<file path="config.mk">
export PLATFORM = sky130hd
export DESIGN_NAME = irt_ctrl
export DESIGN_NICKNAME = d
export VERILOG_FILES = /design/src/rtl/irt_pkg.sv /design/src/rtl/irt_table.sv /design/src/rtl/irt_src_unit.sv /design/src/rtl/irt_prio_arb.sv /design/src/rtl/irt_ctrl.sv
export SDC_FILE = /design/constraint.sdc
export NUM_CORES = 1
export LEC_CHECK = 0
export CORE_MARGIN = 2
export CORE_UTILIZATION = 55
export CTS_CLUSTER_SIZE = 14
export DETAILED_ROUTE_END_ITERATION = 8
export PLACE_DENSITY = 0.74
export SYNTH_ARGS = -nofsm -noshare
export SYNTH_HDL_FRONTEND = slang
export SYNTH_SLANG_ARGS = --single-unit
</file>
<file path="constraint.sdc">
create_clock -name clk -period 4.47 [get_ports clk]
set_clock_uncertainty 0.15 [all_clocks]
set_input_delay 0.894 -clock clk [delete_from_list [all_inputs] [get_ports clk]]
set_output_delay 0.894 -clock clk [all_outputs]
set_load 0.01 [all_outputs]
</file>
<file path="src/rtl/irt_pkg.sv">
package irt_pkg;

   localparam int VEC_W  = 8;
   localparam int DEST_W = 16;

   // delivery mode encodings carried through unchanged
   localparam logic [2:0] DM_FIXED  = 3'd0;
   localparam logic [2:0] DM_LOWEST = 3'd1;
   localparam logic [2:0] DM_PMI    = 3'd2;
   localparam logic [2:0] DM_INIT   = 3'd5;

   // low word bit positions
   localparam int LO_POL_BIT  = 13;
   localparam int LO_RPND_BIT = 14;
   localparam int LO_LVL_BIT  = 15;
   localparam int LO_MASK_BIT = 16;

   typedef struct packed {
      logic [VEC_W-1:0]  vector;
      logic [2:0]        dmode;
      logic              pol;
      logic              level;
      logic              mask;
      logic [DEST_W-1:0] dest;
   } rte_t;

   localparam rte_t RTE_RESET = '{vector: '0, dmode: 3'd0, pol: 1'b0,
                                  level: 1'b0, mask: 1'b1, dest: '0};

endpackage

</file>
<file path="src/rtl/irt_table.sv">
module irt_table #(
   parameter int         NUM_PINS = 8,
   parameter logic [7:0] VERSION  = 8'h21
) (
   input  logic                clk,
   input  logic                rst_n,
   input  logic                win_we,
   input  logic                win_sel,
   input  logic [31:0]         win_wdata,
   input  logic [NUM_PINS-1:0] remote_i,
   output logic [31:0]         win_rdata,
   output irt_pkg::rte_t       cfg_o [NUM_PINS]
);
   import irt_pkg::*;

   localparam int ENT_BASE = 16;
   localparam int ENT_LAST = ENT_BASE + 2*NUM_PINS - 1;
   localparam logic [7:0] MAX_PIN = 8'(NUM_PINS - 1);

   generate
      if (NUM_PINS < 1 || ENT_LAST > 255) begin : g_bad_cfg
         $error("irt_table: NUM_PINS does not fit the 8-bit index space");
      end
   endgenerate

   logic [7:0]        idx_q;
   logic [7:0]        rel;
   logic              in_tab;
   logic              data_we;
   rte_t              ent_q    [NUM_PINS];
   logic [DEST_W-1:0] shadow_q [NUM_PINS];

   assign in_tab  = (int'(idx_q) >= ENT_BASE) && (int'(idx_q) <= ENT_LAST);
   assign rel     = idx_q - 8'(ENT_BASE);
   assign data_we = win_we & win_sel & in_tab;

   logic unused_bits;
   assign unused_bits = ^{win_wdata[12:11], win_wdata[LO_RPND_BIT]};

   always_ff @(posedge clk or negedge rst_n) begin
      if (!rst_n) begin
         idx_q <= '0;
         for (int i = 0; i < NUM_PINS; i++) begin
            ent_q[i]    <= RTE_RESET;
            shadow_q[i] <= '0;
         end
      end else begin
         if (win_we && !win_sel)
            idx_q <= win_wdata[7:0];
         for (int i = 0; i < NUM_PINS; i++) begin
            if (data_we && rel[7:1] == 7'(i)) begin
               if (rel[0]) begin
                  shadow_q[i] <= win_wdata[31:16];
               end else begin
                  ent_q[i].vector <= win_wdata[7:0];
                  ent_q[i].dmode  <= win_wdata[10:8];
                  ent_q[i].pol    <= win_wdata[LO_POL_BIT];
                  ent_q[i].level  <= win_wdata[LO_LVL_BIT];
                  ent_q[i].mask   <= win_wdata[LO_MASK_BIT];
                  ent_q[i].dest   <= shadow_q[i];
               end
            end
         end
      end
   end

   always_comb begin
      win_rdata = '0;
      if (!win_sel) begin
         win_rdata = {24'h0, idx_q};
      end else if (idx_q == 8'h00) begin
         win_rdata = {8'h00, MAX_PIN, 8'h00, VERSION};
      end else begin
         for (int i = 0; i < NUM_PINS; i++) begin
            if (in_tab && rel[7:1] == 7'(i)) begin
               if (rel[0])
                  win_rdata = {shadow_q[i], 16'h0};
               else
                  win_rdata = {15'h0, ent_q[i].mask, ent_q[i].level,
                               remote_i[i], ent_q[i].pol, 2'b00,
                               ent_q[i].dmode, ent_q[i].vector};
            end
         end
      end
   end

   genvar g;
   generate
      for (g = 0; g < NUM_PINS; g++) begin : g_ent
         logic hi_we;
         assign hi_we = data_we & rel[0] & (rel[7:1] == 7'(g));
         assign cfg_o[g] = ent_q[g];


         hi_stage_only_chk: assert property (@(posedge clk) disable iff (!rst_n)
            hi_we |=> $stable(ent_q[g].dest));
      end
   endgenerate

endmodule

</file>
<file path="src/rtl/irt_src_unit.sv">
module irt_src_unit #(
   parameter int SRCS        = 2,
   parameter int SYNC_STAGES = 1
) (
   input  logic            clk,
   input  logic            rst_n,
   input  logic [SRCS-1:0] src_i,
   input  logic            pol_i,
   input  logic            level_i,
   input  logic            mask_i,
   input  logic            load_i,
   input  logic            accept_i,
   input  logic            eoi_hit_i,
   output logic            req_o,
   output logic            remote_o
);

   generate
      if (SRCS < 1 || SYNC_STAGES < 1 || SYNC_STAGES > 2) begin : g_bad_cfg
         $error("irt_src_unit: SRCS >= 1 and SYNC_STAGES of 1 or 2 required");
      end
   endgenerate

   logic [SRCS-1:0] smp;

   generate
      if (SYNC_STAGES == 2) begin : g_two
         logic [SRCS-1:0] s1_q, s2_q;
         always_ff @(posedge clk or negedge rst_n) begin
            if (!rst_n) begin
               s1_q <= '0;
               s2_q <= '0;
            end else begin
               s1_q <= src_i;
               s2_q <= s1_q;
            end
         end
         assign smp = s2_q;
      end else begin : g_one
         logic [SRCS-1:0] s1_q;
         always_ff @(posedge clk or negedge rst_n) begin
            if (!rst_n) s1_q <= '0;
            else        s1_q <= src_i;
         end
         assign smp = s1_q;
      end
   endgenerate

   logic lvl, lvl_q, pend_q, remote_q, rise_ok;

   assign lvl     = |(smp ^ {SRCS{pol_i}});
   assign rise_ok = lvl & ~lvl_q & ~mask_i & ~level_i;

   always_ff @(posedge clk or negedge rst_n) begin
      if (!rst_n) begin
         lvl_q    <= 1'b0;
         pend_q   <= 1'b0;
         remote_q <= 1'b0;
      end else begin
         lvl_q  <= lvl;
         pend_q <= (pend_q & ~load_i) | rise_ok;
         if (accept_i && level_i)
            remote_q <= 1'b1;
         else if (eoi_hit_i)
            remote_q <= 1'b0;
      end
   end

   assign req_o    = level_i ? (lvl & ~mask_i & ~remote_q) : (pend_q & ~mask_i);
   assign remote_o = remote_q;


   masked_edge_drop_chk: assert property (@(posedge clk) disable iff (!rst_n)
      mask_i |=> !$rose(pend_q));


   remote_on_accept_chk: assert property (@(posedge clk) disable iff (!rst_n)
      $rose(remote_q) |-> $past(accept_i));


   remote_blocks_chk: assert property (@(posedge clk) disable iff (!rst_n)
      (remote_q && level_i) |-> !req_o);

endmodule

</file>
<file path="src/rtl/irt_prio_arb.sv">
module irt_prio_arb #(
   parameter int N  = 8,
   parameter int IW = 3
) (
   input  logic [N-1:0]  req_i,
   output logic          any_o,
   output logic [IW-1:0] gnt_o
);

   always_comb begin
      any_o = 1'b0;
      gnt_o = '0;
      for (int i = N - 1; i >= 0; i--) begin
         if (req_i[i]) begin
            any_o = 1'b1;
            gnt_o = IW'(i);
         end
      end
   end

endmodule

</file>
<file path="src/rtl/irt_ctrl.sv">
module irt_ctrl #(
   parameter int         NUM_PINS     = 8,
   parameter int         SRCS_PER_PIN = 2,
   parameter int         SYNC_STAGES  = 1,
   parameter logic [7:0] VERSION      = 8'h21
) (
   input  logic                             clk,
   input  logic                             rst_n,
   input  logic [NUM_PINS*SRCS_PER_PIN-1:0] irq_src,
   input  logic                             win_we,
   input  logic                             win_sel,
   input  logic [31:0]                      win_wdata,
   output logic [31:0]                      win_rdata,
   input  logic                             eoi_valid,
   input  logic [7:0]                       eoi_vector,
   output logic                             msg_valid,
   input  logic                             msg_ready,
   output logic [7:0]                       msg_vector,
   output logic [2:0]                       msg_dmode,
   output logic                             msg_level,
   output logic [15:0]                      msg_dest
);
   import irt_pkg::*;

   localparam int IW = (NUM_PINS > 1) ? $clog2(NUM_PINS) : 1;

   rte_t                cfg [NUM_PINS];
   logic [NUM_PINS-1:0] req, remote, load_v, accept_v;
   logic                any, load, accept;
   logic [IW-1:0]       gnt, cur_q;
   logic                valid_q;
   rte_t                out_q;

   irt_table #(.NUM_PINS(NUM_PINS), .VERSION(VERSION)) u_table (
      .clk, .rst_n, .win_we, .win_sel, .win_wdata,
      .remote_i(remote), .win_rdata, .cfg_o(cfg));

   genvar g;
   generate
      for (g = 0; g < NUM_PINS; g++) begin : g_pin
         assign load_v[g]   = load   && (gnt   == IW'(g));
         assign accept_v[g] = accept && (cur_q == IW'(g));
         irt_src_unit #(.SRCS(SRCS_PER_PIN), .SYNC_STAGES(SYNC_STAGES)) u_src (
            .clk, .rst_n,
            .src_i(irq_src[g*SRCS_PER_PIN +: SRCS_PER_PIN]),
            .pol_i(cfg[g].pol), .level_i(cfg[g].level), .mask_i(cfg[g].mask),
            .load_i(load_v[g]), .accept_i(accept_v[g]),
            .eoi_hit_i(eoi_valid && (cfg[g].vector == eoi_vector)),
            .req_o(req[g]), .remote_o(remote[g]));
      end
   endgenerate

   irt_prio_arb #(.N(NUM_PINS), .IW(IW)) u_arb (
      .req_i(req), .any_o(any), .gnt_o(gnt));

   assign load   = !valid_q && any;
   assign accept = valid_q && msg_ready;

   always_ff @(posedge clk or negedge rst_n) begin
      if (!rst_n) begin
         valid_q <= 1'b0;
         cur_q   <= '0;
         out_q   <= '0;
      end else if (load) begin
         valid_q <= 1'b1;
         cur_q   <= gnt;
         out_q   <= cfg[gnt];
      end else if (accept) begin
         valid_q <= 1'b0;
      end
   end

   assign msg_valid  = valid_q;
   assign msg_vector = out_q.vector;
   assign msg_dmode  = out_q.dmode;
   assign msg_level  = out_q.level;
   assign msg_dest   = out_q.dest;

   logic unused_out;
   assign unused_out = ^{out_q.pol, out_q.mask};

   logic [NUM_PINS-1:0] below;
   assign below = ~({NUM_PINS{1'b1}} << gnt);


   msg_hold_chk: assert property (@(posedge clk) disable iff (!rst_n)
      (msg_valid && !msg_ready) |=> (msg_valid && $stable(msg_vector) &&
                                     $stable(msg_dest) && $stable(msg_dmode)));


   lowest_first_chk: assert property (@(posedge clk) disable iff (!rst_n)
      load |-> ((req & below) == '0));

endmodule

</file>
Word-level counts from Yosys, hierarchy flattened
Index checks and enable logic that the tools add are counted.
{ "totals": {"ff_bits": 448, "out_inout_bits": 61, "word_cells": 398} }
{ "op_classes": {"n_lt_le_gt_ge": 3, "bitwise": 116, "n_eq_ne": 29, "muxes": 63, "reduce_logical": 91, "add_sub_neg": 1} }
{ "op_table": {"columns": ["operator", "count"], "rows": [
  ["$mux 32", 18],
  ["$bmux 30 s3", 1],
  ["$eq 8x8->1", 8],
  ["$mux 30", 2],
  ["$and 1x1->1", 58],
  ["$logic_and 1x1->1", 52],
  ["$not 1->1", 41],
  ["$mux 1", 34],
  ["$reduce_and 2->1", 16],
  ["$eq 7x3->1 const B", 4],
  ["$eq 3x3->1 const B", 8],
  ["$mux 3", 8],
  ["$reduce_bool 2->1", 9],
  ["$reduce_or 2->1", 8],
  ["$xor 2x2->2", 8],
  ["$eq 7x2->1 const B", 2],
  ["$eq 3x2->1 const B", 4],
  ["$ge 8x5->1 const B", 1],
  ["$le 8x5->1 const B", 1],
  ["$logic_not 8->1", 1],
  ["$or 1x1->1", 8],
  ["$sub 8x5->8 const B", 1],
  ["$eq 7x1->1 const B", 1],
  ["$logic_not 7->1", 1],
  ["5 further kinds", 8]
]} }

Logic depth before layout (Yosys ltp)
Gate-level depths: netlist of the first run.
{ "depth": {"ltp_word": 18, "mapped_depth": 11, "mapped_depth_nobuf": 9} }

By module
Synthesis of the first run repeated with hierarchy kept, for this count alone.
{ "unflattened": {"cells_unflattened": 1831, "hier_area_um2": 22522.9} }
{ "modules_own_cells": {"columns": ["module", "area_per_inst_um2", "cells_each", "instances"], "rows": [
  ["irt_table", 16798.6, 1253, 1],
  ["irt_ctrl", 4022.6, 429, 1],
  ["irt_src_unit", 202.7, 17, 8],
  ["irt_prio_arb", 80.1, 13, 1]
]} }

Worst setup path after synthesis of the first run
Ideal clock, no wire load.
{ "synth_timing": {"path_type": "reg2out", "startpoint": "reg u_table.idx_q[5]", "endpoint": "out win_rdata[0]", "path_stages_with_launch": 10, "slack_ps": 602, "n_path_buf": 0, "arrival_time_ps": 2824, "required_time_ps": 3426, "cell_sequence": "dfrtp_1 clkinv_1 ha_1 nor4b_2 nand4_1 nor3_1 a221oi_1 o21ai_0 a221oi_1 o31ai_1"} }
{ "synth_between": {"elab_chain_cells": 13, "word_cells_on_any_way": 31, "classes_between": "add/sub: 1; order compare: 2; eq/ne: 7; mux: 10; reduce/logical: 11"} }
{ "synth_lines": {"columns": ["element", "line", "source"], "rows": [
  ["from (decl)", "irt_table.sv:26", "logic [7:0] idx_q;"],
  ["from (signal assigned)", "irt_table.sv:49", "idx_q <= win_wdata[7:0];"],
  ["$sub 8x5->8 (tied with other cells)", "irt_table.sv:34", "assign rel = idx_q - 8'(ENT_BASE);"],
  ["$logic_not 7->1 or $logic_and 1x1->1 (tied branches)", "irt_table.sv:75, irt_table.sv:33", null],
  ["$logic_and 1x1->1", "irt_table.sv:75", "if (in_tab && rel[7:1] == 7'(i)) begin"],
  ["$mux 32 (8 in series)", "irt_table.sv:75", null],
  ["$mux 32 *", "irt_table.sv:71", "end else if (idx_q == 8'h00) begin"],
  ["$mux 32 *", "irt_table.sv:69", "if (!win_sel) begin"],
  ["to (decl)", "irt_ctrl.sv:13", "output logic [31:0] win_rdata,"]
]} }
Mark *: on every way between the ends. The rest lies on a longest branch, timed or not.

Final worst setup path of the first run
{ "layout_timing": {"startpoint": "reg u_table.idx_q[5]", "endpoint": "out win_rdata[14]"} }
Same word-level chain as after synthesis.

==> results.md, run 1 <==
STA:
- The number of max-slew violations in the final report is 0.
- The setup-violating endpoint count in the final report is 0.
- The highest clock rate is roughly 220 MHz.
- Subtracting the final worst setup slack from the clock period gives around 4.4 ns.
- Setup repair after global routing could not meet its margin everywhere.
- At the pin with the least slew margin, the transition time is around 1.0 ns.
- On the final layout, the worst hold slack is ~0.14 ns.
- Dividing the final minimum period by the clock period gives 0.994.
- The final-report hold violation count is 0.
- The worst-case headroom to the max-slew limit is 0.301.

Drt:
- The first TritonRoute pass finished after 8 iterations.
- The number of DRC markers in iteration 0 is approximately 1800.
- The number of vias in the routed layout is ~16000.
- The final layout contains routed wiring with a total length of about 66000 um.
- The via density per instance is between 6 and 7.
- The average routed wire per standard cell is about 27 um.
- The number of antenna-violating nets in the routed design is 0.
- In the routed design, unresolved DRC markers number 2.

Critical path:
- For the worst flop-to-flop path, the logic depth is 9.
- At the worst endpoint, the arrival time is approximately 3.4 ns.
- STA puts the critical path data required time at about 3.4 ns.
- The endpoint kind of the worst setup timing path is an output pin.
- The start-to-end type of the worst setup path is reg -> out.
- The nature of the critical path startpoint is a flop.
- The maximum fanout along the worst path is 9.

CTS:
- The deepest level of the CTS H-tree is 2.
- The TritonCTS clock tree is built.
- The number of buffers between clock root and the deepest sink is 3.
- Clock-pin slew was measured on the worst setup and hold paths at about 0.060 ns.
- The hold buffer count at cts is 0.
- The clock latency on the worst-skew pair is 0.59 ns.
- TritonCTS created between 40 and 50 clock buffers.
- Clock tree synthesis selected as its root buffer the cell clkbuf_16.
- The CTS sink count is 448.

Outcome:
- The final reports fail on design-rule violations.
- The flow ran to the end, but the final reports show violations.

Pwr:
- The reported leakage power is 12.2 nW.
- Internal power comes to a little over 7 mW.
- Of the total power, the share spent switching nets is 0.296.
- The worst-case IR drop observed on VDD is ~0.0003 V.
- The power share of the clock group is 0.391.
- For this design the total switching power over the nets is a little over 3 mW.
- The sequential power share is 0.433.
- The power per cell area is between 400 and 500 nW/um^2.
- The portion of total power attributed to combinational logic is 0.177.

Synth:
- The cell count after synthesis came out at 1707.
- The sequential cell area fraction in the yosys report is 0.525.
- After synthesis, the mean cell area works out to 12.5 sq um.
- The post-synth design cell area is 21400 sq um.
- The synthesized design contains 0 enable-type register cells.
- The count of state elements after synthesis is approximately 450.
- The distinct cell type count of the synthesized netlist is 66.
- In the synthesized netlist the async set-or-reset flop fraction comes to 1.00.
- Among all flip-flop cells after synthesis, the most frequent one is dfrtp_1.
- The total of warnings raised by yosys is 0.

Place:
- The number of cells in the design after placement is around 2300.
- After legalization and detailed placement, the total HPWL measured ~43000 um.
- The routability congestion estimate from global placement is approximately 0.95.
- During placement, the flow inserted port buffers numbering 117.

Floorplan:
- The initial core utilization is 0.556.
- The placeable core region is ~38000 sq um.
- The die outline area is between 40000 and 50000 sq um.
- The number of ports placed on the die boundary is approximately 120.
- The width of the chip is between 200 and 250 um.
- In this run the vertical extent of the chip is approximately 200 um.
- The floorplan has 72 rows.

Global routing:
- The number of antenna violations at the first check in global routing came to 1.
- Across every metal layer, demand over resource in global routing totals 0.329.
- The pin count of the biggest net entering global routing is 83.
- The wire length of the first global-routing pass is around 100000 um.
- The via count of the first global-routing pass is 16900.
- For this run the aggregate overflow at the end of global routing stands at 0.

Run:
- Across the run, the number of max-cap violations was 0.

Final layout:
- The share of post-route cells with drive strength above 1 is 0.358.
- Excluding fillers, the count of instances in the completed layout stands at roughly 2400.
- The area growth from synthesis to layout is 19.1%.
- The number of nets in the layout is 1929.

Min path:
- The worst min-delay path category is in -> async.
-- worst max-delay path, stage by stage (launching register included) --
cell           delay [ns]
dfrtp_1              0.35
clkinv_1             0.09
buf_4                0.17
ha_1                 0.36
nand4_1              0.13
buf_4                0.14
nor3_1               0.04
buf_4                0.15
buf_4                0.17
a22o_1               0.28
a2111oi_1            0.46
nor3_1               0.15
dlygate4sd2_1        0.31
-- kinds of logic after synthesis --
| logic type | share of synthesized area |
|---|---|
| other | 0.000175 |
| buffers and inverters | 0.0261 |
| and+or+nand+nor | 0.0609 |
| xor gates and xnor gates | 0.0266 |
| AOI/OAI and AO/OA | 0.127 |
| muxes | 0.232 |
| DFF | 0.525 |
| adders and majority gates | 0.00176 |
-- flip-flops by register name, indices dropped and copies added (netlist names) --
register and cells:
u_table.shadow_q 128, g_pin.u_src.pend_q 8, msg_dest 16, u_table.cfg_o 240, cur_q 3, g_pin.u_src.g_one.s1_q 16
msg_vector 8, msg_valid 1, msg_dmode 3, g_pin.u_src.lvl_q 8, msg_level 1, u_table.idx_q 8
g_pin.u_src.remote_o 8
-- area by class of cell --
class / instances / area (sq um)
tap: 518 / 648
inverter: 13 / 48.8
antenna: 1 / 2.50
clock inverter: 16 / 151
sequential: 448 / 11200
multi-input combinational: 1128 / 9800
timing repair buffer: 226 / 2140
fill: 2941 / 13000
clock buffer: 71 / 1450
-- power groups by stage --
stage                     logic, mW  registers [mW]  clock network (mW)
after floorplan               0.947            4.43                   0
after global placement         1.71            4.48                   0
final                          1.80            4.42                3.99
after global routing           1.88            4.44                4.21
after detailed placement       1.74            4.48                   0
after CTS                      1.76            4.41                4.03
-- stage by stage --
stage	power [mW]	setup slack, ns	utilization	setup TNS, ns	instance area [sq um]
CTS	10.2	-0.0208	0.659	-0.0208	25400
global route	10.5	-0.0846	0.662	-0.139	25500
global placement	6.18	0.219	0.613	0	23600
floorplan	5.38	0.602	-	0	21400
finish	10.2	0.0255	0.662	0	25500
detailed placement	6.23	0.107	0.613	0	23600
-- timing repair --
| item | CTS | global route |
|---|---|---|
| setup endpoints to repair | 29 | 19 |
| hold endpoints to repair | 0 | 0 |
| resized for setup | 61 | 25 |
| buffers inserted | 11 | 3 |
| pin swaps | 14 | 8 |
-- layout by cell type, fill, tap and decap left out, types with 9 or more instances in the layout --
master | synthesis | layout
dfrtp_1 | 440 | 438
mux2_2 | 399 | 399
buf_4 | 2 | 91
clkdlybuf4s50_1 | 0 | 89
nand2_1 | 69 | 65
a21oi_1 | 63 | 63
nor2_1 | 66 | 61
xor2_1 | 56 | 56
clkbuf_16 | 0 | 48
a22oi_1 | 47 | 47
a222oi_1 | 38 | 38
mux2i_1 | 35 | 35
nand3_1 | 30 | 29
o221ai_1 | 28 | 28
o21ai_0 | 29 | 27
nor3_1 | 26 | 20
o211ai_2 | 20 | 20
dlygate4sd2_1 | 0 | 18
a22o_1 | 16 | 16
clkbuf_8 | 0 | 16
o22ai_1 | 15 | 15
buf_12 | 0 | 13
inv_1 | 12 | 12
clkinv_2 | 0 | 11
nand4_1 | 10 | 10
a21o_1 | 10 | 10
a31oi_1 | 10 | 10
nor4_1 | 13 | 10
and2_1 | 11 | 9
xnor2_1 | 9 | 9
-- path summary, 6_finish.rpt --
check	start	end	slack [ns]
worst min register to register	g_pin[5].u_src.lvl_q$_DFF_PN0_	g_pin[5].u_src.pend_q$_DFF_PN0_	0.29
worst max register to register	u_table.cfg_o[78]$_DFFE_PN0P_	msg_vector[1]$_DFFE_PN0P_	0.97
worst max-delay path	u_table.idx_q[5]$_DFFE_PN0P_	win_rdata[14]	0.03
worst min-delay path	rst_n	g_pin[3].u_src.g_one.s1_q[1]$_DFF_PN0_	0.14
min in group clk	g_pin[5].u_src.lvl_q$_DFF_PN0_	g_pin[5].u_src.pend_q$_DFF_PN0_	0.29
max in group asynchronous	rst_n	u_table.idx_q[1]$_DFFE_PN0P_	3.01
-- Yosys cell counts, types with 6 or more instances --
library cell,instances,area (sq um)
a2111oi_0,9,78.8
a211oi_1,10,75.1
a21o_1,10,75.1
a21oi_1,63,315
a221oi_1,6,52.6
a222oi_1,38,380
a22o_1,16,140
a22oi_1,47,353
a31oi_1,10,62.6
and2_1,11,68.8
and3_1,7,43.8
buf_1,11,41.3
buf_2,25,125
clkbuf_1,78,293
dfrtp_1,440,11000
dfstp_2,8,210
inv_1,12,45.0
mux2_2,399,4490
mux2i_1,35,350
nand2_1,69,259
nand3_1,30,150
nand4_1,10,62.6
nor2_1,66,248
nor2b_1,6,37.5
nor3_1,26,130
nor3b_1,8,60.1
nor4_1,13,81.3
o211ai_1,8,60.1
o211ai_2,20,250
o21ai_0,29,145
o221ai_1,28,245
o22ai_1,15,93.8
o41ai_1,6,52.6
or3_1,9,56.3
xnor2_1,9,78.8
xor2_1,56,490
-- metal layers --
| layer | GRT usage | part of all wire |
|---|---|---|
| met1 | 0.428 | 0.39 |
| met2 | 0.524 | 0.46 |
| met3 | 0.0591 | 0.089 |
| met4 | 0.185 | 0.058 |
| met5 | 0 | 0 |
(Power assumes the default switching activity.)
==> run 2: changes to the inputs <==
- CORE_UTILIZATION: 55 -> 35
- PLACE_DENSITY: 0.74 -> not set
==> run 2 against run 1 <==
Net effect: utilization fell by 23 points; sequential power hardly changed; global-route usage is 11 points lower; the flow finishes with violations (negative setup slack); final cell count is 11% higher; wire length up 6.5%; sequential cell count unchanged; largest power group unchanged; design area up 1.7%; maximum frequency down 3.5%; combinational power is 4% higher; clock power grew 2%; via count down 1.6%; worst hold slack improved by 0.069 ns.
==> results.md, run 2 (synthesis gave the netlist of run 1 again) <==
STA:
- The number of max-slew violations in the final report was 0 (unchanged).
- The final-report hold violation count is 0 (unchanged).
- The post-route worst setup slack is -0.137 ns (-0.163 ns).
- The worst-case headroom to the max-slew limit is 0.352 (+0.0507).
- The post-route fraction of the period consumed by the critical path was 1.03 (+0.0364).
- The total negative slack for setup checks is -0.160 ns (-0.160 ns).
- The slew at the pin closest to its max-slew limit is 0.973 ns (-0.0735 ns).
- Setup repair after global routing could not meet its margin everywhere.
- The shortest period the worst path allows is 4.61 ns (+0.163 ns).
- The setup-violating endpoint count in the final report came to 2 (+2).
- The highest clock rate came to 217 MHz (-3.5%).

Pwr:
- The reported leakage power is 12.2 nW (about the same).
- The power per cell area is 400 nW/um^2 (-0.40%).
- The total power after layout is 10.3 mW (+1.3%).
- The highest ir drop seen on vdd is 0.000270 V (-10%).

Final layout:
- The post-layout utilization of the core came to 0.429 (-0.233).
- The combined flip-flop and latch cell area was 11200 sq um (unchanged).
- In the layout the commonest cells are 438 x dfrtp_1, 399 x mux2_2, 95 x buf_4.
- The number of nets in the layout is 1938 (+0.47%).
- Leaving out fill and tap cells, the most frequent cell in the layout is dfrtp_1.
- The share of post-route cells with drive strength above 1 is 0.363 (+0.00507).
- The area of combinational cells with multiple inputs is 9850 sq um (+0.54%).
- The flip-flop count of the largest register after layout is 240 (unchanged).
- The number of diodes added for antenna fixing was 0 (-1).
- Compared with the post-synthesis result, the final layout area differs by 21.1%.
- The number of filler instances in the final layout is 5588 (+90%).

Floorplan:
- The placeable core region was 60400 sq um (+57%).
- The die boundary height came to 251 um (+25%).
- The initial core utilization is 0.354 (-0.202).
- The width of the chip was 251 um (+25%).
- The cell row count is 90 (+25%).
- The number of ports placed on the die boundary is 123 (unchanged).
- The die outline area came to 63100 sq um (+56%).

CTS:
- The hold buffer count at cts is 0 (unchanged).
- The TritonCTS clock tree is built.
- The clock latency on the worst-skew pair came to 0.60 ns (about the same).
- The deepest level of the CTS H-tree was 2 (unchanged).
- The CTS sink count is 448 (unchanged).
- The clock-pin slew of the registers on the worst-case setup and hold paths is 0.07 ns (about the same).
- Clock tree synthesis selected as its root buffer the cell clkbuf_16.
- The clock buffer count from CTS is 49 (+4.3%).
- The number of buffers between clock root and the deepest sink is 3 (unchanged).

Drt:
- The length of the first detailed-routing pass in iterations is 7 (-1).
- The via density per instance is 5.91 (-12%).
- The number of antenna-violating nets in the routed design is 0 (unchanged).
- The number of DRC markers in iteration 0 is 1435 (-20%).
- The average routed wire per standard cell came to 26.1 um (-4.4%).
- The number of vias in the routed layout is 15900 (-1.6%).
- The detailed-route DRC error count is 0 (-2).
- The total wirelength of the detailed-routed design is 70300 um (+6.5%).

Global routing:
- The overall track demand over capacity in global routing is 0.221 (-0.108).
- The total grt overflow was 0 (unchanged).
- The wire length of the first global-routing pass is 104000 um (+3.7%).
- The pin count of the biggest net entering global routing came to 106 (+28%).
- The via count of the first global-routing pass is 16100 (-4.5%).
- The number of antenna violations at the first check in global routing is 0 (-1).

Critical path:
- The maximum cell stage delay along the critical path is 0.53 ns (+0.07 ns).
- Counting stages on the worst path, the most repeated cell is buf_4.
- The slowest stage of the critical path is the clkdlybuf4s50_1 cell.
- The maximum fanout along the worst path is 15 (+6).
- The endpoint kind of the worst setup timing path is an output pin.
- The worst setup path is launched from a flop.
- The required time at the worst-slack endpoint is 3.43 ns (about the same).
- Walking the worst path, the cells encountered are clkinv_1, buf_4, ha_2, and4_4, and2_2, buf_12, a22oi_1, o21ai_2, a221oi_1, o31ai_1, buf_4, clkdlybuf4s50_1.
- The start-to-end type of the worst setup path is reg -> out.
- The data arrival time at the worst-slack endpoint came to 3.56 ns (+0.16 ns).

Outcome:
- The run finished, with violations left.
- The final reports fail on negative setup slack.

Min path:
- The worst min-delay path category is in -> async.

Place:
- The routability congestion estimate from global placement is 0.917 (-3.9%).
- The number of port buffers is 117 (unchanged).
- The total half-perimeter wirelength after legalization and detailed placement is 46200 um (+6.3%).

Run:
- The number of max-cap violations is 0 (unchanged).
[run 2: changes by cell type in the layout (fill, tap and decap cells not counted), sizes merged]
cell	before	now
buf	113	119
bufinv	2	1
clkbuf	72	80
clkdlybuf4s15	2	0
clkdlybuf4s50	89	91
clkinv	13	10
clkinvlp	0	2
diode	1	0
dlymetal6s2s	3	2
inv	14	15
[run 2: timing repair]
item,CTS,global route
resized for setup,52,48
setup endpoints to repair,30,24
pin swaps,20,7
setup buffers,11,5
cloned,1,0
[run 2: worst paths after layout]
path	slack, ns	to	from	cells past startpoint
setup / recovery	-0.14	win_rdata[0]	u_table.idx_q[5]$_DFFE_PN0P_	12
hold / removal	0.21	g_pin[2].u_src.lvl_q$_DFF_PN0_	rst_n	1
setup reg to reg	0.97	msg_dest[11]$_DFFE_PN0P_	u_table.cfg_o[138]$_DFFE_PN0P_	8
hold reg to reg	0.27	g_pin[5].u_src.pend_q$_DFF_PN0_	g_pin[5].u_src.lvl_q$_DFF_PN0_	1
max in group asynchronous	2.96	u_table.cfg_o[130]$_DFFE_PN0P_	rst_n	2
min in group clk	0.27	g_pin[5].u_src.pend_q$_DFF_PN0_	g_pin[5].u_src.lvl_q$_DFF_PN0_	1
[run 2: critical path: cells and delay by family (launching register included)]
kind,cells,cell delay [ns]
DFF,1,0.35
AOI/OAI and AO/OA,4,0.61
buffers and inverters,5,1.14
and+or+nand+nor,2,0.46
adders and majority gates,1,0.38
[run 2: area by class of cell]
type,count,area share
Clock buffer,77,0.0572
Clock inverter,15,0.00493
Inverter,13,0.00188
Multi-Input combinational cell,1128,0.380
Sequential cell,448,0.434
Tap cell,782,0.0378
Timing Repair Buffer,233,0.0842
[run 2: stage by stage]
stage | setup WS [ns] | cells | hold WS [ns] | cell area (sq um)
6_report | -0.137 | 2696 | 0.207 | 25900
5_1_grt | -0.243 | 2696 | 0.266 | 25900
4_1_cts | -0.227 | 2691 | 0.258 | 25700
3_5_place_dp | 0.191 | 2587 | 0.266 | 24000
3_3_place_gp | 0.199 | 2587 | 0.267 | 24000
2_1_floorplan | 0.602 | 1708 | 0.256 | 21400
[run 2: routing by layer]
metal | up-vias | part of all wire | global-route usage
li1 | 6800 | - | -
met1 | 8257 | 0.43 | 0.299
met2 | 724 | 0.46 | 0.352
met3 | 142 | 0.075 | 0.0430
met4 | 0 | 0.032 | 0.0810
met5 | - | 0 | 0
[run 2: where the power goes]
| group | switching [mW] | internal, mW | leakage, nW | total (mW) |
|---|---|---|---|---|
| registers | 0.184 | 4.23 | 6.07 | 4.42 |
| clock network | 1.72 | 2.34 | 0.796 | 4.06 |
| logic | 1.26 | 0.617 | 5.30 | 1.87 |
| total | 3.16 | 7.19 | 12.2 | 10.3 |
==> run 3: changes to the inputs <==
- PLACE_DENSITY: not set -> 0.54
==> run 3 against run 2 <==
Net effect: the flow now finishes without violations; critical path type unchanged; final cell count is essentially flat; maximum frequency increased by 4.2%; design area grew 0.35%; largest cell class unchanged.
==> results.md, run 3 (synthesis gave the netlist of run 1 again) <==
Outcome:
- The run finished with clean final reports.

Critical path:
- The dominant delay contributor by cell family on the critical path is buffers and inverters.
- The data arrival time at the worst-slack endpoint is 3.38 ns (-0.18 ns).
- The worst setup path is launched from a flop.
- The number of buffer and inverter stages on the critical path is 2 (-3).
- The setup path with the least slack is of type reg -> out.
- The maximum fanout along the worst path is 17 (+2).
- The highest-delay cell along the critical path is dfrtp_2.
- The signal on the critical path passes through buf_4, mux4_2, mux2i_1, o22ai_1, o21a_2, clkdlybuf4s50_1.
- The maximum cell stage delay along the critical path is 0.61 ns (+0.08 ns).
- STA classifies the critical path endpoint as an output pin.
- The required time at the worst-slack endpoint is 3.43 ns (about the same).

CTS:
- The TritonCTS clock tree is built.
- The clock latency on the worst-skew pair was 0.60 ns (about the same).
- The root buffer cell chosen for the clock tree is clkbuf_16.
- The clock buffer count from CTS is 49 (unchanged).
- The CTS sink count came to 448 (unchanged).
- The clock-pin slew of the registers on the worst-case setup and hold paths was 0.06 ns (about the same).
- The hold buffer count at cts is 0 (unchanged).
- The number of buffers between clock root and the deepest sink is 3 (unchanged).
- The deepest level of the CTS H-tree came to 2 (unchanged).

Final layout:
- The final non-filler cell area came to 26000 sq um (+0.35%).
- The area of combinational cells with multiple inputs is 9900 sq um (+0.47%).
- The number of diodes added for antenna fixing was 0 (unchanged).
- The number of filler instances in the final layout is 5632 (+0.79%).
- The most common cell after layout, fill and taps aside is dfrtp_1.
- The post-layout utilization of the core is 0.430 (+0.00149).
- The flip-flop count of the largest register after layout is 240 (unchanged).
- The share of post-route cells with drive strength above 1 is 0.363 (+0.000712).
- The combined flip-flop and latch cell area is 11200 sq um (unchanged).
- The number of nets in the layout is 1941 (+0.15%).
- From synthesis to final layout, the design area changed by 21.6%.
- The library cells used most frequently in the layout, excluding fill and tap cells, are 438 x dfrtp_1, 399 x mux2_2, 98 x buf_4.

Floorplan:
- The number of ports placed on the die boundary is 123 (unchanged).
- The die outline area came to 63100 sq um (unchanged).
- The placeable core region is 60400 sq um (unchanged).
- The initial core utilization is 0.354 (unchanged).
- The width of the chip is 251 um (unchanged).
- The cell row count is 90 (unchanged).
- The die boundary height is 251 um (unchanged).

Drt:
- The number of antenna-violating nets in the routed design came to 0 (unchanged).
- The number of DRC markers in iteration 0 is 1297 (-9.6%).
- The length of the first detailed-routing pass in iterations was 7 (unchanged).
- The total wirelength of the detailed-routed design is 73500 um (+4.5%).
- The detailed-route DRC error count is 0 (unchanged).
- The average routed wire per standard cell is 27.3 um (+4.6%).
- The total met3 wirelength after detailed routing is 4780 um (-8.9%).
- In this run the top signal layer used is met4.
- The number of vias in the routed layout was 15700 (-1.2%).
- The total met2 wirelength after detailed routing is 35600 um (+9.1%).
- The total routed wire length on the met1 layer is 31200 um (+3.3%).
- The via density per instance came to 5.84 (-1.2%).

Global routing:
- The pin count of the biggest net entering global routing is 105 (-0.94%).
- The via count of the first global-routing pass is 16700 (+3.4%).
- The overall track demand over capacity in global routing came to 0.232 (+0.0113).
- The total grt overflow is 0 (unchanged).
- The wire length of the first global-routing pass is 110000 um (+4.9%).
- The number of antenna violations at the first check in global routing was 0 (unchanged).

Place:
- The instance area at placement came to 24000 sq um (+0.14%).
- The routability congestion estimate from global placement is 0.904 (-1.4%).
- The worst setup slack before clock tree synthesis came to -0.0378 ns (-0.228 ns).
- The total half-perimeter wirelength after legalization and detailed placement is 48800 um (+5.5%).
- The number of port buffers is 117 (unchanged).

STA:
- The slew at the pin closest to its max-slew limit is 1.09 ns (+0.114 ns).
- The post-route fraction of the period consumed by the critical path came to 0.989 (-0.0414).
- The setup-violating endpoint count in the final report is 0 (-2).
- The number of max-slew violations in the final report is 0 (unchanged).
- The worst-case headroom to the max-slew limit is 0.274 (-0.0776).
- The post-route worst setup slack is 0.0478 ns (+0.185 ns).
- The final-report hold violation count was 0 (unchanged).
- The shortest period the worst path allows came to 4.42 ns (-0.185 ns).
- The highest clock rate is 226 MHz (+4.2%).
- The total negative slack for setup checks is 0 ns (+0.160 ns).

Min path:
- The min-delay analysis places its worst path in the category in -> async.

Run:
- The number of max-cap violations is 0 (unchanged).

Pwr:
- The total power after layout is 10.4 mW (+0.59%).
- The reported leakage power came to 12.2 nW (+0.21%).
- The highest ir drop seen on vdd is 0.000332 V (+23%).
- The power per cell area is 401 nW/um^2 (+0.24%).
## run 3: cell types whose count changed in the layout (fill, tap and decap cells not counted), moves of 3 or more
cell           previous run  this run
clkinv_2                  9         3
dlygate4sd2_1            18        24
nor3_2                    6        10
a2111oi_2                 2         5
buf_4                    95        98
clkbuf_1                 13        16
clkbuf_2                  3         0
nor3_1                   19        16
## run 3: stage by stage
stage          std cells  hold WS, ns
3_5_place_dp        2591        0.274
2_1_floorplan       1708        0.256
3_3_place_gp        2591        0.268
6_report            2695        0.251
4_1_cts             2691        0.285
5_1_grt             2695        0.301
## run 3: area by class of cell
type	count	share of cell area
sequential	448	0.432
multi-input combinational	1128	0.381
timing repair buffer	236	0.0854
clock buffer	82	0.0590
tap	782	0.0377
clock inverter	6	0.00313
inverter	13	0.00188
## run 3: where the power goes
| part | switching, mW | total (mW) | internal (mW) |
|---|---|---|---|
| registers | 0.200 | 4.43 | 4.23 |
| logic | 1.27 | 1.90 | 0.632 |
| clock network | 1.69 | 4.07 | 2.38 |
## run 3: worst paths after layout
path                                           startpoint                                to  slack, ns  cells past startpoint
hold reg to reg            g_pin[5].u_src.lvl_q$_DFF_PN0_   g_pin[5].u_src.pend_q$_DFF_PN0_       0.29                      1
min in group clk           g_pin[5].u_src.lvl_q$_DFF_PN0_   g_pin[5].u_src.pend_q$_DFF_PN0_       0.29                      1
setup / recovery             u_table.idx_q[0]$_DFFE_PN0P_                     win_rdata[16]       0.05                      6
max in group asynchronous                           rst_n  u_table.shadow_q[89]$_DFFE_PN0P_       2.82                      2
setup reg to reg           u_table.cfg_o[138]$_DFFE_PN0P_         msg_vector[5]$_DFFE_PN0P_       1.04                      8
hold / removal                                      rst_n     u_table.cfg_o[89]$_DFFE_PN0P_       0.25                      1
## run 3: repair_timing
item                                    4_1_cts  5_1_grt
hold endpoints to repair                      0        0
gates cloned                                  1        0
endpoints found under the setup margin       30       28
gates resized for setup                      73       29
pin swaps                                    17       12
setup buffers                                11        4
## run 3: layer usage
| layer | global-route usage | vias to the layer above |
|---|---|---|
| met5 | 0 | - |
| met4 | 0.0735 | 0 |
| met3 | 0.0357 | 116 |
| met2 | 0.391 | 623 |
| met1 | 0.307 | 8211 |
| li1 | - | 6777 |
